==> src/rtl/kbs_pkg.sv <==
package kbs_pkg;

   // Slot-field geometry shared by the scanner submodules.
   function automatic int kbs_slots(input int slot_bits);
      return 1 << slot_bits;
   endfunction

   // Slot index that carries a given zero-based key.
   function automatic int kbs_key_slot(input int first_slot, input int key_idx);
      return first_slot + key_idx;
   endfunction

   // True when the value is an exact power of two.
   function automatic bit kbs_is_pow2(input int v);
      return (v > 0) && ((v & (v - 1)) == 0);
   endfunction

endpackage

==> src/rtl/kbs_slot_counter.sv <==
module kbs_slot_counter #(
   parameter int SLOT_BITS = 6
) (
   input  logic                 clk,
   input  logic                 rst,
   output logic [SLOT_BITS-1:0] slot_o,
   output logic                 parity_o
);
   localparam int CNT_W = SLOT_BITS + 1;
   localparam logic [CNT_W-1:0] ONE = CNT_W'(1);

   logic [CNT_W-1:0] cnt_q;

   // Parity is the carry bit above the slot field, so it flips on each wrap.
   always_ff @(posedge clk) begin
      if (rst) cnt_q <= '0;
      else     cnt_q <= cnt_q + ONE;
   end

   assign slot_o   = cnt_q[SLOT_BITS-1:0];
   assign parity_o = cnt_q[CNT_W-1];
endmodule

==> src/rtl/kbs_line_decoder.sv <==
module kbs_line_decoder #(
   parameter int NUM_KEYS       = 49,
   parameter int SLOT_BITS      = 6,
   parameter int LINE_BITS      = 3,
   parameter int FIRST_KEY_SLOT = 8
) (
   input  logic [SLOT_BITS-1:0] slot_i,
   output logic [NUM_KEYS-1:0]  strobe_o
);
   import kbs_pkg::*;
   localparam int GROUP_BITS = SLOT_BITS - LINE_BITS;

   logic [GROUP_BITS-1:0] grp_field;
   logic [LINE_BITS-1:0]  line_field;
   assign grp_field  = slot_i[SLOT_BITS-1:LINE_BITS];
   assign line_field = slot_i[LINE_BITS-1:0];

   // Two-level select: a group match enables the line match within it.
   for (genvar k = 0; k < NUM_KEYS; k++) begin : g_key
      localparam int KSLOT = kbs_key_slot(FIRST_KEY_SLOT, k);
      localparam logic [GROUP_BITS-1:0] KGRP  = GROUP_BITS'(KSLOT >> LINE_BITS);
      localparam logic [LINE_BITS-1:0]  KLINE = LINE_BITS'(KSLOT % (1 << LINE_BITS));
      logic grp_hit;
      assign grp_hit     = (grp_field == KGRP);
      assign strobe_o[k] = grp_hit && (line_field == KLINE);
   end
endmodule

==> src/rtl/kbs_key_mux.sv <==
module kbs_key_mux #(
   parameter int NUM_KEYS = 49
) (
   input  logic [NUM_KEYS-1:0] strobe_i,
   input  logic [NUM_KEYS-1:0] keys_i,
   output logic                data_n_o
);
   // Only the strobed contact reaches the serial line; idle slots stay high.
   logic [NUM_KEYS-1:0] hit;
   assign hit      = strobe_i & keys_i;
   assign data_n_o = ~(|hit);
endmodule

==> src/rtl/kbs_frame_timing.sv <==
module kbs_frame_timing #(
   parameter int SLOT_BITS  = 6,
   parameter int SPLIT_SLOT = 32
) (
   input  logic [SLOT_BITS-1:0] slot_i,
   output logic                 sync_n_o,
   output logic                 half_o
);
   import kbs_pkg::*;
   localparam int MID_SLOT = 1 << (SLOT_BITS - 1);
   localparam logic [SLOT_BITS-1:0] SYNC_SLOT = '1;

   assign sync_n_o = (slot_i != SYNC_SLOT);

   // Split at the frame midpoint taps the slot MSB; any other point compares.
   if (SPLIT_SLOT == MID_SLOT) begin : g_half_tap
      assign half_o = slot_i[SLOT_BITS-1];
   end else begin : g_half_cmp
      localparam logic [SLOT_BITS-1:0] SPLIT_V = SLOT_BITS'(SPLIT_SLOT);
      assign half_o = (slot_i >= SPLIT_V);
   end
endmodule

==> src/rtl/kbs_scanner.sv <==
module kbs_scanner #(
   parameter int NUM_KEYS       = 49,
   parameter int SLOT_BITS      = 6,
   parameter int LINE_BITS      = 3,
   parameter int FIRST_KEY_SLOT = 8,
   parameter int SPLIT_KEY      = 24
) (
   input  logic                 clk,
   input  logic                 rst,
   input  logic [NUM_KEYS-1:0]  key_closed,
   output logic [NUM_KEYS-1:0]  key_strobe,
   output logic                 key_data_n,
   output logic                 sync_n,
   output logic                 half,
   output logic                 parity,
   output logic [SLOT_BITS-1:0] slot_num
);
   import kbs_pkg::*;
   localparam int NUM_SLOTS  = kbs_slots(SLOT_BITS);
   localparam int LAST_KEY   = FIRST_KEY_SLOT + NUM_KEYS - 1;
   localparam int SPLIT_SLOT = FIRST_KEY_SLOT + SPLIT_KEY;

   // Elaboration-time parameter checks.
   if (LINE_BITS < 1 || LINE_BITS >= SLOT_BITS) begin : g_bad_line
      $error("kbs_scanner: LINE_BITS must lie in 1..SLOT_BITS-1");
   end
   if (FIRST_KEY_SLOT < 0 || LAST_KEY >= NUM_SLOTS - 1) begin : g_bad_span
      $error("kbs_scanner: keys must fit below the sync slot");
   end
   if (SPLIT_KEY < 1 || SPLIT_KEY >= NUM_KEYS) begin : g_bad_split
      $error("kbs_scanner: SPLIT_KEY must lie in 1..NUM_KEYS-1");
   end

   logic [SLOT_BITS-1:0] slot_w;
   logic                 par_w;

   kbs_slot_counter #(.SLOT_BITS(SLOT_BITS)) u_cnt (
      .clk      (clk),
      .rst      (rst),
      .slot_o   (slot_w),
      .parity_o (par_w)
   );

   kbs_line_decoder #(
      .NUM_KEYS       (NUM_KEYS),
      .SLOT_BITS      (SLOT_BITS),
      .LINE_BITS      (LINE_BITS),
      .FIRST_KEY_SLOT (FIRST_KEY_SLOT)
   ) u_dec (
      .slot_i   (slot_w),
      .strobe_o (key_strobe)
   );

   kbs_key_mux #(.NUM_KEYS(NUM_KEYS)) u_mux (
      .strobe_i (key_strobe),
      .keys_i   (key_closed),
      .data_n_o (key_data_n)
   );

   kbs_frame_timing #(
      .SLOT_BITS  (SLOT_BITS),
      .SPLIT_SLOT (SPLIT_SLOT)
   ) u_tim (
      .slot_i   (slot_w),
      .sync_n_o (sync_n),
      .half_o   (half)
   );

   assign slot_num = slot_w;
   assign parity   = par_w;
endmodule

==> config.mk <==
export PLATFORM = sky130hd
export DESIGN_NAME = kbs_scanner
export DESIGN_NICKNAME = d
export VERILOG_FILES = /design/src/rtl/kbs_pkg.sv /design/src/rtl/kbs_slot_counter.sv /design/src/rtl/kbs_line_decoder.sv /design/src/rtl/kbs_key_mux.sv /design/src/rtl/kbs_frame_timing.sv /design/src/rtl/kbs_scanner.sv
export SDC_FILE = /design/constraint.sdc
export NUM_CORES = 1
export LEC_CHECK = 0
export ABC_AREA = 1
export BUFFER_PORTS_ARGS = -buffer_cell sky130_fd_sc_hd__buf_2
export CORE_MARGIN = 2
export CORE_UTILIZATION = 34
export CTS_CLUSTER_DIAMETER = 150
export DETAILED_ROUTE_END_ITERATION = 16
export GPL_ROUTABILITY_DRIVEN = 0
export PLACE_DENSITY_LB_ADDON = 0.08
export SYNTH_ARGS = -nofsm -noshare
export SYNTH_HDL_FRONTEND = slang
export SYNTH_HIERARCHICAL = 1
export SYNTH_SLANG_ARGS = --single-unit
==> constraint.sdc <==
create_clock -name clk -period 1.7 [get_ports clk]
set_clock_uncertainty 0.2 [all_clocks]
set_input_delay 0.085 -clock clk [delete_from_list [all_inputs] [get_ports clk]]
set_output_delay 0.085 -clock clk [all_outputs]
set_load 0.005 [all_outputs]
Yosys cells after proc, flatten, opt, wreduce, memory -nomap -nowiden

Cells that the tools add are included.

$add $sub $neg: 1
Equal/unequal tests: 15
Bitwise operators: 2
Reductions and logical operators: 51

Operators with widths:

| cell                                                | number |
|---|---|
| AND 49 bit                                          | 1 |
| logical AND 1 bit                                   | 49 |
| OR reduction 49 bit                                 | 1 |
| equality test 3 bit, second input constant          | 8 |
| equality test 3 x 2 -> 1 bit, second input constant | 4 |
| adder 7 x 1 -> 7 bit, second input constant         | 1 |
| equality test 3 x 1 -> 1 bit, second input constant | 2 |
| != test 6 bit, second input constant                | 1 |
| zero test 3 bit                                     | 1 |
| inverter 1 bit                                      | 1 |

Register bits after elaboration: 7
Output and inout port bits: 59
Word-level logic and storage cells: 70

Longest topological paths before layout

Gate-level depths: netlist (run 1).

Word-level depth: 5
Depth in mapped cells: 10
Depth with buffers taken out: 10

Cells and area by module

The synthesis (run 1) kept the hierarchy.

Modules (own cells, without submodules):

| module           | instances | cells each | area an instance (um^2) | sequential area each (um^2) |
|---|---|---|---|---|
| kbs_key_mux      | 1         | 93         | 356.6                   | 0.0 |
| kbs_line_decoder | 1         | 72         | 285.3                   | 0.0 |
| kbs_slot_counter | 1         | 39         | 282.8                   | 140.1 |
| kbs_frame_timing | 1         | 7          | 30.0                    | 0.0 |

Worst setup path before layout (run 1)

OpenSTA, ideal clock, no wires.

Kind: register to output
From: register u_cnt.cnt_q[5]
To: output key_data_n
Arrival: 1.359 ns
Data required time: 1.415 ns
Slack: 0.056 ns
Stages on the path, launching flop included: 11
Cells stage by stage: dfxtp_1 > inv_1 > nand3_1 > nor2_1 > nand2_1 > nand2_1 > nor2_1 > nand2_1 > nor2_1 > nand2_1 > nor2_1

Longest elaborated chain between the ends: 5
Elaborated cells on any way between the ends: 59
Those cells by class: 7 x eq/ne; 2 x bitwise; 50 x reduce/logical

RTL lines:

| element                      | line                   | text |
|---|---|---|
| start: declaration           | kbs_slot_counter.sv:12 | `logic [CNT_W-1:0] cnt_q;` |
| start signal: assignment     | kbs_slot_counter.sv:17 | `else cnt_q <= cnt_q + ONE;` |
| equality test 3 x 1 -> 1 bit | kbs_line_decoder.sv:24 | `assign grp_hit = (grp_field == KGRP);` |
| logical AND 1 bit            | kbs_line_decoder.sv:25 | `assign strobe_o[k] = grp_hit && (line_field == KLINE);` |
| via key_strobe[0]            | kbs_scanner.sv:11      | `output logic [NUM_KEYS-1:0] key_strobe,` |
| AND 49 bit                   | kbs_key_mux.sv:10      | `assign hit = strobe_i & keys_i;` |
| OR reduction 49 bit          | kbs_key_mux.sv:11      | `assign data_n_o = ~(\|hit);` |
| inverter 1 bit               | kbs_key_mux.sv:11      |  |
| end: declaration             | kbs_scanner.sv:12      | `output logic key_data_n,` |

The timed path passes the listed nets, and every way through them passes these cells.

Final worst setup path (run 1)

From: register u_cnt.cnt_q[4]
To: output key_data_n

Longest elaborated chain between the ends: 5
Elaborated cells on any way between the ends: 59
Those cells by class: 7 x eq/ne; 2 x bitwise; 50 x reduce/logical

RTL lines:

| element                                                    | line |
|---|---|
| equality test 3 x 1 -> 1 bit, or another cell as far along | kbs_line_decoder.sv:24 |
| logical AND 1 bit                                          | kbs_line_decoder.sv:25 |
| AND 49 bit *                                               | kbs_key_mux.sv:10 |
| OR reduction 49 bit *                                      | kbs_key_mux.sv:11 |
| inverter 1 bit *                                           | kbs_key_mux.sv:11 |

Every way passes the cells marked *; elsewhere a longest branch is shown, timed or not.

==> metrics.txt, run 1 <==
synth warn 6; hold_ws 0.313 ns; Avg WL per Cell 11.6 um; Synth top area share between 30% and 40%; Initial DRC Count 74; worst path arrival time about 1.7 ns; Skew-Pair Late Insertion Delay between 0.2 and 0.3 ns; final slew viol count 0; TritonCTS clock tree yes; placed cell count about 370; CP max stage cell dfxtp_4; Slew HR about nine tenths; most flop-heavy register u_cnt/cnt_q; Die X about 57 um; CP Buf/Inv Count 4; Setup CP Type reg2out; first-pass GRT wire length 7220 um; delay of the slowest cell on the worst path 0.37 ns; TritonRoute pass-1 iters 4; Slew @ Worst Pin 0.175 ns; Worst-path clk slew ~0.05 ns; FILL cells 268; cell accounting for the most synthesized area nand2_1; All-Layer GR Usage between 20 and 30%; via count between 1500 and 2000; initial antenna violation count 0; clock root buffer clkbuf_4; Net Count, Synth around 260; Top Family by Delay on Critical Path simple AND/OR/NAND/NOR gates; I/O pins 110; top flop regs u_cnt/cnt_q x7; Total Wirelength roughly 4400 um; fin crit share 115%; number of global-route vias before repair around 1600; Die Ht about 57 um; core area approximately 2700 um2; static leakage 0.00110 uW; final instance area a little under 2000 um2; DRC 0; ANT cells 0; top cells by area, synth nand2_1, nor2_1, dfxtp_1, nand3_1, inv_1; Max Fanout on Critical Path 7; post-synth cell types 12; Setup WS post-layout -0.253 ns; total congestion overflow 0; Avg Synthesized Cell Area 4.52 um2; nets@finish slightly below 400; Finished Core Util around 70%; max reg flops 7; RSZ-0062 raised after global routing true; crit end category primary output; Crit path required time about 1.4 ns; register area share after synthesis 14.7%; final worst path period need 1.95 ns; dpl hpwl 3340 um; maxcap violations 0; Seq cells post-synth 7; Post-DRT Antenna Nets 0; Clock Path Buffers 2; peak supply drop 0.000404 V; final hold vios 0; Setup WS pre-CTS -0.0830 ns; # clock sinks 7; row count 19; Power Dens Cells ~260 nW/um2; Hold/Removal Path Class reg2reg; drt via density between 4 and 5; PortBufs ~110; initial cell density of the core about a third; CTS buffer count 3; final std cells w/o fill between 300 and 400; fmax ~510 MHz; outcome complete, but fails checks; largest net degree at the start of global routing 9; H-Tree Level Count 1; P&R area growth vs syn 104%; failing checks setup timing; startpoint types flip-flop; dpl cell area between 1500 and 2000 um2; final setup violation count 1; crit-path cells buf_6 -> nand3_2 -> buf_6 -> buf_4 -> nor2_2 -> nand2_1 -> nand4_1 -> nor2_1 -> nand2_1 -> nor2_2 -> buf_2; full die area 3250 um2; Mapped Cells approximately 210; share of cells above drive strength 1 52.8%; synthesized area roughly 950 um2
-- worst reg2reg max path, cell delays in order, from the launching register on --
cell and delay, ns:
dfxtp_4 0.40, buf_6 0.12, buf_4 0.12, ha_1 0.16, nand2_1 0.09, nor2_1 0.14, nand3_1 0.09, nand2_1 0.06
nor2_1 0.03
-- report_power, final --
part	internal (uW)	switching, uW
Sequential	167	12.9
Clock	89.7	62.9
Combinational	85.5	88.9
-- cell usage after synthesis --
cell type   n
nor3_1      1
a21oi_1     4
buf_4       1
o21ai_0     2
nand3_1    14
ha_1        1
nor2_1     72
nand2_1    88
nand4_1     3
inv_1      17
nor2_2      1
dfxtp_1     7
-- worst paths after layout --
kind	cells after the start	startpoint	slack, ns	to
worst max-delay path	11	u_cnt/cnt_q[4]	-0.25	key_data_n
worst min-delay path	2	u_cnt/cnt_q[6]	0.31	u_cnt/cnt_q[6]
worst max register to register	8	u_cnt/cnt_q[0]	0.19	u_cnt/cnt_q[6]
worst min register to register	2	u_cnt/cnt_q[6]	0.31	u_cnt/cnt_q[6]
-- routing by layer --
metal / vias to the layer above / share of wire (%) / global-route usage (%)
li1: 924 / - / -
met1: 736 / 40 / 33.8
met2: 98 / 48 / 50.2
met3: 4 / 11 / 5.90
met4: 0 / 0.69 / 4.65
met5: - / 0 / 0
-- through the flow --
| stage | setup TNS [ns] | total power, uW |
|---|---|---|
| after CTS | -0.170 | 505 |
| after floorplan | 0 | 223 |
| after global placement | -0.112 | 316 |
| after detailed placement | -0.0830 | 318 |
| final | -0.253 | 507 |
| after global routing | -0.432 | 543 |
-- logic make-up after synthesis --
kind of cell | after synthesis | synth area share [%]
AOI/OAI and AO/OA | 6 | 3.15
adders and majority gates | 1 | 1.31
buffers and inverters | 18 | 7.47
DFF | 7 | 14.7
and+or+nand+nor | 179 | 73.4
-- cells in the final DEF (no fill, tap or decap), types with 2 or more instances in the layout --
cell / count
nand3_1: 3
dfxtp_4: 4
o21ai_0: 2
nor2_1: 49
buf_4: 17
nand3_2: 3
dfxtp_2: 2
nand4_1: 3
nand2_4: 2
inv_1: 12
clkbuf_4: 3
a21oi_1: 4
buf_6: 4
buf_2: 109
nor2_2: 24
nand2_1: 85
inv_2: 4
nand3_4: 8
-- layout make-up --
cell class | count | area, um2 | share of cell area [%]
multi-input cells | 186 | 933 | 47.9
repair buffers | 131 | 728 | 37.3
flip-flops and latches | 7 | 158 | 8.08
inverters | 17 | 66.3 | 3.40
well taps | 31 | 38.8 | 1.99
clock buffers | 4 | 26.3 | 1.35
-- timing repair --
item                                    in CTS  in global routing
pin swaps                                    7                  9
endpoints found under the setup margin       1                  1
hold buffers                                 1                  0
buffers inserted                             4                  2
hold endpoints to repair                     7                  0
resized for setup                           55                 12
Note: power is estimated with default switching activity, not from simulation.
==> run 2: changes to the inputs <==
ABC_AREA = not set   (was 1)
==> run 2 against run 1 <==
  * The run still ends with setup timing left
  * Highest routed layer unchanged
  * Routed wire length is 55% higher
  * Critical endpoint unchanged
  * Die area is 2.2% higher
  * Setup slack worse by 0.54 ns
  * Largest power group is now combinational cells
  * Area after synthesis grew 2.4%
  * Power increased by 17%
==> metrics.txt, run 2 <==
synth warn 6; core area approximately 2700 um2; drt via density 6.01; Int Pwr 402 uW; clock root buffer clkbuf_4; synthesized area between 900 and 1000 um2; H-Tree Level Count 1; DRC 0; I/O pins 110; top_reg_cell synth dfxtp_1; # clock sinks 7; worst path arrival time ~2.2 ns; final setup violation count 30; Setup CP Type reg2out; Commonest cells post-synth nor2_1, a22o_1, nor4_1, dfxtp_1, buf_2; final hold vios 0; nets@finish 360; P&R area growth vs syn 155%; cell accounting for the most synthesized area nor2_1; Hold Path End u_cnt/cnt_q[6]; Net Count, Synth 191; Avg WL per Cell approximately 20 um; Mapped Cells approximately 140; delay of the slowest cell on the worst path between 0.3 and 0.4 ns; register area share after synthesis between 10% and 20%; Slew HR between 70% and 80%; static leakage approximately 0.0012 uW; sw power 193 uW; largest net degree at the start of global routing 19; worst r2r path cells 7; Power Dens Cells roughly 240 nW/um2; outcome complete, but fails checks; Clk pwr share roughly a quarter; count leader, synth nor2_1; Finished Core Util between 90 and 100%; Initial DRC Count roughly 180; post-synth cell types 28; Worst Setup SP u_cnt/cnt_q[4]; switching part of the total between 30% and 40%; most frequent cells in the layout buf_2, buf_4, buf_6, nor2_4, nor2_1; Skew-Pair Late Insertion Delay around 0.24 ns; top cells by area, synth nor2_1, dfxtp_1, a22o_1, a221oi_2, nor4_1; maxcap violations 0; initial antenna violation count 0; full die area approximately 3300 um2; crit end category primary output; top flop regs u_cnt/cnt_q x7; hold depth 2; dpl cell area 1900 um2; Combinational Power Share between 40 and 50%; leading cell type in the layout, fill and taps excluded buf_2; final instance area between 2000 and 2500 um2; total congestion overflow 0; number of global-route vias before repair 1563; initial cell density of the core 35.7%; failing checks setup timing; All-Layer GR Usage 27.4%; first-pass GRT wire length between 7000 and 8000 um; Setup TNS Final -4.23 ns; peak supply drop approximately 0.00040 V; TritonCTS clock tree yes; Sequential Power Share ~30%; share of cells above drive strength 1 between 70% and 80%; row count 19; Slew @ Worst Pin 0.376 ns; PortBufs 109; Max Fanout on Critical Path 7; Setup WS post-layout -0.795 ns; Avg Synthesized Cell Area roughly 7 um2; fmax 401 MHz; RR Endpoint u_cnt/cnt_q[6]; Worst-path clk slew ~0.050 ns; asr flop ratio synth 0%; Post-DRT Antenna Nets 0; Total Wirelength between 6000 and 7000 um; Die X slightly below 60 um; hold path start u_cnt/cnt_q[6]; max reg flops 7; ANT cells 0; CTS buffer count 3; most flop-heavy register u_cnt/cnt_q; Crit path required time 1.41 ns; RSZ-0062 raised after global routing true; Seq cells post-synth 7; number of flops mapped to enable cells by yosys 0; TritonRoute pass-1 iters 5; final slew viol count 0; reg2reg start u_cnt/cnt_q[1]; reg2reg setup slack about 0.07 ns; Hold/Removal Path Class reg2reg; via count slightly above 2000; dpl hpwl 3650 um; Clock Path Buffers 2; CP max stage cell dfxtp_4; crit-path cells nand2b_4 -> buf_6 -> nor2_4 -> a22o_1 -> a221oi_2 -> nand4_1 -> nor4_2 -> buf_2; hold_ws around 0.29 ns; fin crit share 147%; final worst path period need about 2.5 ns; Die Ht 57.6 um; startpoint types flip-flop; Synth top area share about a fifth
==> run 2: changes by cell type in the layout (fill, tap and decap cells not counted), sizes merged, moves of 5 or more <==
cell	before	now
nand2	88	5
buf	130	173
nor2	73	49
inv	17	0
nand3	14	4
a221oi	0	9
a22o	0	9
nor4	0	9
a22oi	0	5
==> run 2: final cells by class <==
cell class / count / area (um2)
multi-input combinational: 122 / 1130
timing repair buffer: 174 / 1130
fill: 116 / 245
sequential: 7 / 163
tap: 31 / 38.8
clock buffer: 4 / 26.3
==> run 2: repair_timing <==
item                                    CTS  global route
resized for setup                        30            75
endpoints found under the hold margin     5             0
endpoints found under the setup margin   31            36
cloned                                    1             0
hold buffers                              1             0
pin swaps                                 3            22
setup buffers                             2            19
==> run 2: critical path, delay by kind of cell (launching register included) <==
family                 cells  cell delay [ns]
AO/OA/AOI/OAI              2             0.52
buffers and inverters      2             0.32
flip-flops                 1             0.39
AND/OR/NAND/NOR            4             0.73
==> run 2: cells by family after synthesis <==
logic type / after synthesis / synth area share [%]
AND/OR/NAND/NOR: 91 / 50.2
adder cells (fa/ha/maj): 1 / 1.28
flip-flops: 7 / 14.3
AO/OA/AOI/OAI: 26 / 25.7
XOR/XNOR: 3 / 2.69
buffers and inverters: 11 / 5.76
==> run 2: worst max path at each step <==
| stage | slack [ns] | to | cells past startpoint |
|---|---|---|---|
| after CTS | -0.56 | key_data_n | 7 |
| final | -0.79 | key_data_n | 8 |
| after global routing | -0.85 | key_data_n | 8 |
| after global placement | -0.34 | key_data_n | 8 |
| after floorplan | -0.16 | key_data_n | 8 |
| after detailed placement | -0.33 | key_data_n | 8 |
==> run 2: power groups by stage <==
stage / Sequential [uW] / Combinational [uW] / Clock [uW]
after global routing: 181 / 279 / 164
after floorplan: 184 / 55.8 / 0
after detailed placement: 191 / 155 / 0
after global placement: 190 / 155 / 0
final: 180 / 266 / 149
after CTS: 189 / 173 / 153
==> run 2: metal layers <==
layer  vias up  track usage (%)  part of all wire, %
met1       939             34.7                   35
li1        877                -                    -
met3        40             2.68                  9.3
met4         0             5.65                  5.4
met2       174             50.0                   51
met5         -                0                    0
==> run 2: through the flow <==
stage / instances / setup slack [ns] / total power (uW)
4_1_cts: 322 / -0.557 / 514
3_3_place_gp: 314 / -0.341 / 345
5_1_grt: 338 / -0.848 / 624
2_1_floorplan: 139 / -0.157 / 239
3_5_place_dp: 314 / -0.330 / 346
6_report: 338 / -0.795 / 595
==> run 3: changes to the inputs <==
CELL_PAD_IN_SITES_DETAIL_PLACEMENT = 1   (was not set)
CELL_PAD_IN_SITES_GLOBAL_PLACEMENT = 1   (was not set)
CORE_UTILIZATION = 22   (was 34)
clock period = 3.2 ns   (was 1.7 ns; I/O delays follow)
==> run 3 against run 2 <==
  * Register-to-register slack improved by 1.2 ns
  * The flow now finishes without violations
  * Critical path depth decreased by 1
  * Sequential power decreased by 39%
  * Critical path type unchanged
  * Final cell count decreased by 13%
  * Sequential share of layout area increased by 2.3 points
  * Combinational power decreased by 78%
  * Cell area decreased by 36%
==> metrics.txt, run 3 (synthesis gave the netlist of run 2 again) <==
outcome finished clean; Setup TNS Final 0 ns; dpl cell area ~1500 um2; Design Power a little under 300 uW; Max Fanout on Critical Path 16; met1 Use GR approximately a quarter; clock root buffer clkbuf_8; crit-path cells nand2b_1 -> nor2_1 -> a22o_1 -> a221oi_1 -> nand4_1 -> nor4_2 -> buf_2; # clock sinks 7; Slew @ Worst Pin roughly 0.74 ns; gr busiest metal met2; TritonRoute pass-1 iters 5; core area 4320 um2; Worst-path clk slew ~0.040 ns; top flop regs u_cnt/cnt_q x7; total congestion overflow 0; CP Depth 7; PortBufs about 110; full die area around 5000 um2; static leakage ~0.00079 uW; most frequent cells in the layout buf_2, nor2_1, a22o_1; Skew-Pair Late Insertion Delay around 0.23 ns; DRC 0; peak supply drop 0.000168 V; CP Buf/Inv Count 1; met3 usage under 10%; Slew HR approximately half; worst r2r path cells 4; nets@finish between 200 and 300; via count around 1500; Multi-input gate area approximately 780 um2; fin crit share 90.0%; worst path arrival time 2.52 ns; initial antenna violation count 0; FF+latch area approximately 140 um2; most flop-heavy register u_cnt/cnt_q; Crit path required time between 2 and 3 ns; Initial DRC Count 50; delay of the slowest cell on the worst path between 0.5 and 0.6 ns; TritonCTS clock tree yes; ANT cells 0; row count 24; CTS buffer count 3; Clock Path Buffers 2; fmax ~350 MHz; final instance area 1590 um2; All-Layer GR Usage 19.2%; Die Ht approximately 71 um; Hold/Removal Path Class in2reg; final slew viol count 0; I/O pins between 100 and 150; crit end category primary output; Total Wirelength ~4800 um; max reg flops 7; dpl hpwl roughly 3900 um; M2 GR Usage 30.9%; post-cts sizing count 0; RSZ-0062 raised after global routing false; hold depth 2; P&R area growth vs syn 62.9%; share of cells above drive strength 1 50.6%; FILL cells 603; final hold vios 0; CP max stage cell nand2b_1; number of global-route vias before repair between 1500 and 2000; Power Dens Cells between 150 and 200 nW/um2; Die X roughly 71 um; Avg WL per Cell about 16 um; largest net degree at the start of global routing 24; initial cell density of the core between 20% and 30%; final setup violation count 0; Post-DRT Antenna Nets 0; maxcap violations 0; leading cell type in the layout, fill and taps excluded buf_2; first-pass GRT wire length a little under 8000 um; H-Tree Level Count 1; CTS hold repair buffers 0; Setup CP Type reg2out; final worst path period need ~2.9 ns; post-CTS setup buffer count 0; startpoint types flip-flop; Top Family by Delay on Critical Path simple AND/OR/NAND/NOR gates; drt via density approximately 5.2
## run 3: changes by cell type in the layout (fill, tap and decap cells not counted), moves of 4 or more
cell,previous run,this run
nor2_2,13,0
nor4_1,2,8
nor2_1,17,49
buf_6,19,0
nor2_4,19,0
buf_4,47,2
buf_2,105,109
dfxtp_4,6,0
dfxtp_1,1,7
## run 3: worst paths after layout
check	startpoint	end	slack, ns
max reg2reg	u_cnt/cnt_q[0]	u_cnt/cnt_q[6]	1.29
min reg2reg	u_cnt/cnt_q[6]	u_cnt/cnt_q[6]	0.29
min	rst	u_cnt/cnt_q[0]	0.004
max	u_cnt/cnt_q[4]	key_data_n	0.32
## run 3: layout make-up
type	count	area share, %
Tap cell	52	4.09
Clock buffer	4	2.83
Multi-Input combinational cell	121	49.1
Timing Repair Buffer	111	35.2
Sequential cell	7	8.80
## run 3: metrics by stage
step	cells	setup slack [ns]	hold WS, ns	utilization (%)
floorplan	139	0.977	0.165	-
global placement	291	0.566	0.242	35.8
detailed placement	291	0.517	0.248	35.8
CTS	295	0.267	0.00554	36.8
global route	295	0.0532	0.0338	36.8
finish	295	0.319	0.00431	36.8
## run 3: routing by layer
metal / up-vias / share of wire, %
met4: 0 / 1.1
met5: - / 0
met3: 5 / 7.4
met2: 64 / 45
met1: 718 / 47
li1: 738 / -
## run 3: where the power goes
part           total [uW]  switching, uW  internal [uW]
Combinational        57.6           21.7           35.8
Sequential            109           18.0           90.9
Clock                 129           42.5           86.5
Total                 295           82.2            213
